==> src/rtl/bsp_pkg.sv <==
package bsp_pkg;
  typedef enum logic [2:0] {
    ST_IDLE,
    ST_LOAD,
    ST_SHIFT,
    ST_STORE,
    ST_COOL
  } eng_state_t;
endpackage

==> src/rtl/bsp_buf.sv <==
module bsp_buf #(
  parameter int DEPTH = 128,
  localparam int AW = $clog2(DEPTH)
) (
  input  logic          clk,
  input  logic          host_we_i,
  input  logic [AW-1:0] host_waddr_i,
  input  logic [7:0]    host_wdata_i,
  input  logic [AW-1:0] host_raddr_i,
  output logic [7:0]    host_rdata_o,
  input  logic [AW-1:0] tx_addr_i,
  output logic [7:0]    tx_data_o,
  input  logic          eng_we_i,
  input  logic [AW-1:0] eng_addr_i,
  input  logic [7:0]    eng_wdata_i
);
  logic [7:0] mem_q [DEPTH];

  // engine write wins a same-cycle collision with the host
  always_ff @(posedge clk) begin
    if (eng_we_i) begin
      mem_q[eng_addr_i] <= eng_wdata_i;
    end else if (host_we_i) begin
      mem_q[host_waddr_i] <= host_wdata_i;
    end
    host_rdata_o <= mem_q[host_raddr_i];
  end

  assign tx_data_o = mem_q[tx_addr_i];
endmodule

==> src/rtl/bsp_sck_gen.sv <==
module bsp_sck_gen #(
  parameter int HALF_PER = 4
) (
  input  logic clk,
  input  logic rst_n,
  input  logic en_i,
  output logic sck_o,
  output logic fall_o,
  output logic rise_o,
  output logic end_o
);
  localparam int PW = $clog2(2 * HALF_PER);

  logic [PW-1:0] cnt_q;

  always_ff @(posedge clk or negedge rst_n) begin
    if (!rst_n) begin
      cnt_q <= '0;
    end else if (!en_i) begin
      cnt_q <= '0;
    end else if (cnt_q == PW'(2 * HALF_PER - 1)) begin
      cnt_q <= '0;
    end else begin
      cnt_q <= cnt_q + 1'b1;
    end
  end

  assign fall_o = en_i && (cnt_q == '0);
  assign rise_o = en_i && (cnt_q == PW'(HALF_PER));
  assign end_o  = en_i && (cnt_q == PW'(2 * HALF_PER - 1));
  assign sck_o  = !(en_i && (cnt_q < PW'(HALF_PER)));
endmodule

==> src/rtl/bsp_cs_front.sv <==
module bsp_cs_front #(
  parameter int MASK = 3
) (
  input  logic clk,
  input  logic rst_n,
  input  logic sck_i,
  input  logic cs_n_i,
  output logic fall_o,
  output logic rise_o
);
  localparam int MW = $clog2(MASK + 1);

  logic          sck_m, sck_s, sck_d;
  logic          cs_m, cs_s, cs_d;
  logic [MW-1:0] mask_q;
  logic          cs_edge;
  logic          open_gate;

  assign cs_edge   = cs_d && !cs_s;
  assign open_gate = !cs_s && !cs_edge && (mask_q == '0);

  always_ff @(posedge clk or negedge rst_n) begin
    if (!rst_n) begin
      sck_m  <= 1'b1;
      sck_s  <= 1'b1;
      sck_d  <= 1'b1;
      cs_m   <= 1'b1;
      cs_s   <= 1'b1;
      cs_d   <= 1'b1;
      mask_q <= '0;
    end else begin
      sck_m <= sck_i;
      sck_s <= sck_m;
      sck_d <= sck_s;
      cs_m  <= cs_n_i;
      cs_s  <= cs_m;
      cs_d  <= cs_s;
      if (cs_edge) begin
        mask_q <= MW'(MASK - 1);
      end else if (mask_q != '0) begin
        mask_q <= mask_q - 1'b1;
      end
    end
  end

  assign fall_o = open_gate && sck_d && !sck_s;
  assign rise_o = open_gate && !sck_d && sck_s;

  assert_cs_quiet_R9: assert property (@(posedge clk) disable iff (!rst_n)
    cs_s |-> !(rise_o || fall_o));
  assert_mask_edge_R10: assert property (@(posedge clk) disable iff (!rst_n)
    (cs_d && !cs_s) |-> !(rise_o || fall_o));
  assert_mask_next_R10: assert property (@(posedge clk) disable iff (!rst_n)
    (cs_d && !cs_s) |=> !(rise_o || fall_o));
endmodule

==> src/rtl/bsp_engine.sv <==
module bsp_engine
  import bsp_pkg::*;
#(
  parameter int DEPTH = 128,
  parameter int COOL  = 6,
  parameter int CNT_W = 8,
  localparam int AW = $clog2(DEPTH)
) (
  input  logic             clk,
  input  logic             rst_n,
  input  logic             start_i,
  input  logic             split_i,
  input  logic             ext_i,
  input  logic [CNT_W-1:0] count_i,
  input  logic             fall_i,
  input  logic             rise_i,
  input  logic             end_i,
  input  logic             si_i,
  input  logic [7:0]       tx_data_i,
  output logic             busy_o,
  output logic             done_o,
  output logic             gen_en_o,
  output logic             ext_o,
  output logic             so_o,
  output logic [AW-1:0]    tx_addr_o,
  output logic             wr_en_o,
  output logic [AW-1:0]    wr_addr_o,
  output logic [7:0]       wr_data_o
);
  localparam int CW     = $clog2(DEPTH + 1);
  localparam int KW     = $clog2(COOL + 1);
  localparam int HALF_D = DEPTH / 2;

  eng_state_t    state_q;
  logic          split_q, ext_q, done_q, so_q;
  logic [CW-1:0] rem_q;
  logic [AW-1:0] idx_q;
  logic [7:0]    sreg_q;
  logic [3:0]    bitcnt_q;
  logic [KW-1:0] cool_q;
  logic [CW-1:0] cap;
  logic [CW-1:0] first_rem;

  assign cap       = split_i ? CW'(HALF_D) : CW'(DEPTH);
  assign first_rem = (count_i > CNT_W'(cap)) ? cap : CW'(count_i);

  always_ff @(posedge clk or negedge rst_n) begin
    if (!rst_n) begin
      state_q  <= ST_IDLE;
      split_q  <= 1'b0;
      ext_q    <= 1'b0;
      done_q   <= 1'b0;
      so_q     <= 1'b1;
      rem_q    <= '0;
      idx_q    <= '0;
      sreg_q   <= '0;
      bitcnt_q <= '0;
      cool_q   <= '0;
    end else begin
      case (state_q)
        ST_IDLE: begin
          if (start_i) begin
            split_q <= split_i;
            ext_q   <= ext_i;
            rem_q   <= first_rem;
            idx_q   <= '0;
            done_q  <= 1'b0;
            state_q <= ST_LOAD;
          end
        end
        ST_LOAD: begin
          if (rem_q == '0) begin
            done_q  <= 1'b1;
            cool_q  <= KW'(COOL - 1);
            state_q <= ST_COOL;
          end else begin
            sreg_q   <= tx_data_i;
            bitcnt_q <= '0;
            state_q  <= ST_SHIFT;
          end
        end
        ST_SHIFT: begin
          if (fall_i) begin
            so_q <= sreg_q[7];
          end
          if (rise_i) begin
            sreg_q   <= {sreg_q[6:0], si_i};
            bitcnt_q <= bitcnt_q + 1'b1;
          end
          if ((bitcnt_q == 4'd8) && (ext_q || end_i)) begin
            state_q <= ST_STORE;
          end
        end
        ST_STORE: begin
          idx_q   <= idx_q + 1'b1;
          rem_q   <= rem_q - 1'b1;
          state_q <= ST_LOAD;
        end
        ST_COOL: begin
          if (cool_q == '0) begin
            state_q <= ST_IDLE;
          end else begin
            cool_q <= cool_q - 1'b1;
          end
        end
        default: state_q <= ST_IDLE;
      endcase
    end
  end

  assign busy_o    = (state_q != ST_IDLE);
  assign done_o    = done_q;
  assign gen_en_o  = (state_q == ST_SHIFT) && !ext_q;
  assign ext_o     = ext_q;
  assign so_o      = so_q;
  assign tx_addr_o = idx_q;
  assign wr_en_o   = (state_q == ST_STORE);
  assign wr_addr_o = split_q ? (idx_q + AW'(HALF_D)) : idx_q;
  assign wr_data_o = sreg_q;

  assert_store_full_byte_R4: assert property (@(posedge clk) disable iff (!rst_n)
    (state_q == ST_STORE) |-> (bitcnt_q == 4'd8));
  assert_split_cap_R6: assert property (@(posedge clk) disable iff (!rst_n)
    (split_q && state_q != ST_IDLE) |-> (rem_q <= CW'(HALF_D)));
  assert_done_clear_R7: assert property (@(posedge clk) disable iff (!rst_n)
    (state_q == ST_IDLE && start_i) |=> !done_q);
  assert_done_enters_cool_R8: assert property (@(posedge clk) disable iff (!rst_n)
    $rose(done_q) |-> (state_q == ST_COOL));
  assert_cool_ignores_start_R8: assert property (@(posedge clk) disable iff (!rst_n)
    (state_q == ST_COOL && start_i) |=> done_q);
endmodule

==> src/rtl/bsp_port.sv <==
module bsp_port #(
  parameter int DEPTH    = 128,
  parameter int HALF_PER = 4,
  parameter int COOL     = 6,
  parameter int MASK     = 3,
  parameter int CNT_W    = 8,
  localparam int AW = $clog2(DEPTH)
) (
  input  logic             clk,
  input  logic             rst_n,
  input  logic             host_we,
  input  logic [AW-1:0]    host_waddr,
  input  logic [7:0]       host_wdata,
  input  logic [AW-1:0]    host_raddr,
  output logic [7:0]       host_rdata,
  input  logic             start,
  input  logic             split_mode,
  input  logic             ext_clk,
  input  logic [CNT_W-1:0] byte_count,
  output logic             busy,
  output logic             done,
  output logic             sck_o,
  input  logic             sck_i,
  input  logic             cs_n_i,
  input  logic             si_i,
  output logic             so_o,
  output logic             so_oe
);
  logic          gen_en, ext_q;
  logic          m_fall, m_rise, m_end;
  logic          s_fall, s_rise;
  logic          fall, rise;
  logic [AW-1:0] tx_addr, wr_addr;
  logic [7:0]    tx_data, wr_data;
  logic          wr_en;

  bsp_buf #(.DEPTH(DEPTH)) u_buf (
    .clk          (clk),
    .host_we_i    (host_we),
    .host_waddr_i (host_waddr),
    .host_wdata_i (host_wdata),
    .host_raddr_i (host_raddr),
    .host_rdata_o (host_rdata),
    .tx_addr_i    (tx_addr),
    .tx_data_o    (tx_data),
    .eng_we_i     (wr_en),
    .eng_addr_i   (wr_addr),
    .eng_wdata_i  (wr_data)
  );

  bsp_sck_gen #(.HALF_PER(HALF_PER)) u_gen (
    .clk    (clk),
    .rst_n  (rst_n),
    .en_i   (gen_en),
    .sck_o  (sck_o),
    .fall_o (m_fall),
    .rise_o (m_rise),
    .end_o  (m_end)
  );

  bsp_cs_front #(.MASK(MASK)) u_front (
    .clk    (clk),
    .rst_n  (rst_n),
    .sck_i  (sck_i),
    .cs_n_i (cs_n_i),
    .fall_o (s_fall),
    .rise_o (s_rise)
  );

  assign fall = ext_q ? s_fall : m_fall;
  assign rise = ext_q ? s_rise : m_rise;

  bsp_engine #(.DEPTH(DEPTH), .COOL(COOL), .CNT_W(CNT_W)) u_eng (
    .clk       (clk),
    .rst_n     (rst_n),
    .start_i   (start),
    .split_i   (split_mode),
    .ext_i     (ext_clk),
    .count_i   (byte_count),
    .fall_i    (fall),
    .rise_i    (rise),
    .end_i     (m_end),
    .si_i      (si_i),
    .tx_data_i (tx_data),
    .busy_o    (busy),
    .done_o    (done),
    .gen_en_o  (gen_en),
    .ext_o     (ext_q),
    .so_o      (so_o),
    .tx_addr_o (tx_addr),
    .wr_en_o   (wr_en),
    .wr_addr_o (wr_addr),
    .wr_data_o (wr_data)
  );

  assign so_oe = ext_q ? !cs_n_i : 1'b1;

  assert_sck_idle_R2: assert property (@(posedge clk) disable iff (!rst_n)
    !busy |-> sck_o);
  assert_low_phase_min_R2: assert property (@(posedge clk) disable iff (!rst_n)
    $fell(sck_o) |=> !sck_o);
  assert_no_write_idle_R4: assert property (@(posedge clk) disable iff (!rst_n)
    !busy |-> !wr_en);
endmodule

==> config.mk <==
export PLATFORM = sky130hd
export DESIGN_NAME = bsp_port
export DESIGN_NICKNAME = d
export VERILOG_FILES = /design/src/rtl/bsp_pkg.sv /design/src/rtl/bsp_buf.sv /design/src/rtl/bsp_sck_gen.sv /design/src/rtl/bsp_cs_front.sv /design/src/rtl/bsp_engine.sv /design/src/rtl/bsp_port.sv
export SDC_FILE = /design/constraint.sdc
export NUM_CORES = 1
export LEC_CHECK = 0
export CORE_AREA = 4 4 293 295
export CTS_BUF_LIST = sky130_fd_sc_hd__clkbuf_8
export DETAILED_ROUTE_END_ITERATION = 8
export DIE_AREA = 0 0 297 299
export GPL_ROUTABILITY_DRIVEN = 0
export GPL_TIMING_DRIVEN = 0
export PLACE_DENSITY = 0.75
export REMOVE_ABC_BUFFERS = 1
export SYNTH_ARGS = -nofsm -noshare
export SYNTH_HDL_FRONTEND = slang
export SYNTH_HIERARCHICAL = 1
export SYNTH_SLANG_ARGS = --single-unit
==> constraint.sdc <==
create_clock -name clk -period 10.4 [get_ports clk]
set_clock_uncertainty 0.1 [all_clocks]
set_input_delay 2.08 -clock clk [delete_from_list [all_inputs] [get_ports clk]]
set_output_delay 2.08 -clock clk [all_outputs]
set_load 0.05 [all_outputs]
==> flow_metrics.tcl <==
set metrics [dict create \
    finalSetupTns_ns 0 \
    peakVddDrop_uv 206 \
    synthesis.area_mm2 0.0505 \
    grt_setup_unrepaired "false" \
    start_util 0.607 \
    startpoint "u_eng/state_q[2]" \
    violations "max-capacitance violations" \
    io_pins 52 \
    clk_latency_ns 0.83 \
    dieWidth_um 297 \
    cts.sinks 1080 \
    layout-drive-gt1-share 0.397 \
    crit_path_end_kind "register" \
    vias 26300 \
    first_iter_violations 3210 \
    ys_seq_area_frac 0.636 \
    num_rows 106 \
    reg2reg_to "u_buf/mem_q[36][6]" \
    yosysWarnings 6 \
    drc_errors 0 \
    synth_edf_count 1024 \
    wl_per_cell_um 34.7 \
    portBuffers 51 \
    grt_pass1_vias 27400 \
    clkPwrFrac 0.267 \
    place_area_mm2 0.0524 \
    cts_setup_buffers 0 \
    outcome "finished with violations" \
    internal_power_mw 8.67 \
    grt_util_all_layers 0.288 \
    antenna_found_initial 14 \
    cts_resized 0 \
    antenna_left 0 \
    areaGrowthSynthToFinish_pct 9.88 \
    ys.flop_type "edfxtp_1" \
    worstMarginPinSlew_ns 1.48 \
    holdWs_ns 0.259 \
    p_leak_nw 17.1 \
    cts_hold_buf 0 \
    r2r_slack_ns 3.96 \
    ff2ff_path_depth 6 \
    routed_wl_um 126000 \
    power_frac_comb 0.282 \
    swShare 0.300 \
    root_buffer "clkbuf_8" \
    crit_fanout 22 \
    hold_class "reg2reg" \
    grt_max_degree 99 \
    die_y_um 299 \
    cts_made_buffers 173 \
    avgSynthCellArea_um2 21.8 \
    slew_headroom 0.0135 \
    clockBufferDepth 3 \
    viasPerCell 7.27 \
    hpwl_um 78800 \
    synth_cell_types 65 \
    crit_arrival_ns 6.76 \
    worstSetupStartpointType "register" \
    core_mm2 0.0832 \
    cp_data_required_time_ns 10.73 \
    synthArstFlopShare 0.0444 \
    nNetsFinal 2447 \
    dr.pass1.iters 6 \
    ys_ff_latch 1080 \
    overflow 0 \
    finalCritPeriodShare 0.619 \
    p_per_area_mw_per_mm2 223 \
    cts_tree "built" \
    period_needed_ns 6.44 \
    finalMaxSlewViolations 0 \
    dieArea_mm2 0.0888 \
    syn_inst 2313 \
    r2r-start "u_eng/state_q[2]" \
    p_sw_mw 3.72 \
    finalHoldViolations 0 \
    nFillCells 5205 \
    fmaxAchievable_ghz 0.155 \
    final_core_util 0.667 \
    grt_first_pass_wirelength_um 185000 \
    seq_power_share 0.451 \
    cap_violations 2 \
    htreeDepth 4 \
    critPathCapture "u_buf/mem_q[36][6]" \
    clk_pin_slew_ns 0.05 \
    fin_area_mm2 0.0555 \
    critPathKind "reg2reg" \
    finalSetupViolCount 0 \
]
[cells by family after synthesis]
kind of cell | synth area share
buffers and inverters | 0.0180
AO/OA/AOI/OAI | 0.00647
AND/OR/NAND/NOR | 0.0235
flip-flops | 0.636
multiplexers | 0.312
adder cells (fa/ha/maj) | 0.00322
XOR/XNOR | 0.000520
[cells in the mapped netlist (3+ instances only)]
cell | n | area share
a21oi_1 | 7 | 0.00069
a31o_2 | 6 | 0.0010
buf_1 | 45 | 0.0033
buf_2 | 33 | 0.0033
buf_4 | 30 | 0.0045
clkbuf_1 | 65 | 0.0048
dfrtp_1 | 41 | 0.020
dfstp_2 | 7 | 0.0036
dfxtp_1 | 8 | 0.0032
edfxtp_1 | 1024 | 0.61
ha_1 | 13 | 0.0032
inv_1 | 22 | 0.0016
mux2_2 | 39 | 0.0087
mux2_4 | 8 | 0.0024
mux2i_1 | 9 | 0.0018
mux4_2 | 672 | 0.30
nand2_1 | 37 | 0.0027
nand3_1 | 19 | 0.0019
nand4_1 | 10 | 0.0012
nor2_1 | 138 | 0.010
nor3b_2 | 3 | 0.00074
nor4b_1 | 3 | 0.00052
nor4bb_1 | 4 | 0.00079
o21ai_0 | 10 | 0.00099
o21ai_1 | 4 | 0.00040
[layout by cell type (no fill, tap or decap), types with 8 or more instances in the layout]
cell / n
buf_12: 9
buf_16: 21
clkbuf_8: 189
clkdlybuf4s50_1: 45
clkinv_1: 34
clkinv_2: 12
dfrtp_1: 36
dfxtp_1: 8
diode_2: 8
edfxtp_1: 1024
ha_1: 13
inv_1: 86
mux2_2: 31
mux2_4: 16
mux2i_1: 9
mux4_2: 672
nand2_1: 37
nand3_1: 19
nand4_1: 10
nor2_1: 138
o21ai_0: 10
[flip-flops by register name, summed over array words and instances, names as in the netlist, 2 cells and up]
| name | flops |
|---|---|
| u_eng/wr_data_o | 8 |
| u_eng/cool_q | 3 |
| u_gen/cnt_q | 3 |
| u_eng/tx_addr_o | 7 |
| u_eng/bitcnt_q | 4 |
| u_eng/state_q | 3 |
| u_buf/host_rdata_o | 8 |
| u_front/mask_q | 2 |
| u_eng/rem_q | 8 |
| u_buf/mem_q | 1024 |
[per-layer routing]
| layer | share of wire | GRT usage | vias up |
|---|---|---|---|
| li1 | - | - | 10400 |
| met1 | 0.36 | 0.381 | 14100 |
| met2 | 0.51 | 0.469 | 1587 |
| met3 | 0.11 | 0.0946 | 218 |
| met4 | 0.023 | 0.0817 | 6 |
| met5 | 0.00032 | 0 | - |
[how the worst min path moves through the flow]
stage	start	endpoint	slack (ns)	cells after the start
5_1_grt	u_front/cs_m	u_front/cs_s	0.26	0
6_report	u_front/cs_m	u_front/cs_s	0.26	0
3_5_place_dp	u_front/cs_m	u_front/cs_s	0.25	0
4_1_cts	u_front/cs_m	u_front/cs_s	0.26	0
3_3_place_gp	u_front/sck_m	u_front/sck_s	0.25	0
2_1_floorplan	u_front/cs_m	u_front/cs_s	0.25	0
[power by group through the flow]
stage	Combinational (mW)	Clock, mW	Sequential [mW]
after global placement	3.72	0	6.12
after CTS	3.47	3.38	5.59
after detailed placement	3.46	0	5.68
final	3.49	3.31	5.59
after floorplan	2.53	0	5.96
after global routing	3.68	3.58	5.61
[area by class of cell]
type / instances / area [µm²] / area share
clock inverter: 118 / 514 / 0.00926
multi-input combinational: 1036 / 17500 / 0.316
antenna: 8 / 20.0 / 0.000361
inverter: 22 / 82.6 / 0.00149
tap: 1080 / 1350 / 0.0243
timing repair buffer: 82 / 1280 / 0.0231
clock buffer: 189 / 2600 / 0.0469
sequential: 1080 / 32100 / 0.579
[metrics by stage]
stage	power [mW]	setup slack [ns]	std cells
3_5_place_dp	9.14	3.14	3299
5_1_grt	12.9	3.95	3608
2_1_floorplan	8.48	-2.72	2138
6_report	12.4	3.96	3615
4_1_cts	12.4	3.87	3606
3_3_place_gp	9.83	-11.08	3269
[critical path, stage by stage (launching register included)]
cell and delay [ns]:
dfrtp_1 0.51, nand3b_1 0.60, inv_1 0.68, nand2b_2 0.78
mux2i_1 0.64, nand4_1 1.26, nor2_1 1.45
Note: power is estimated with default switching activity, not from simulation.
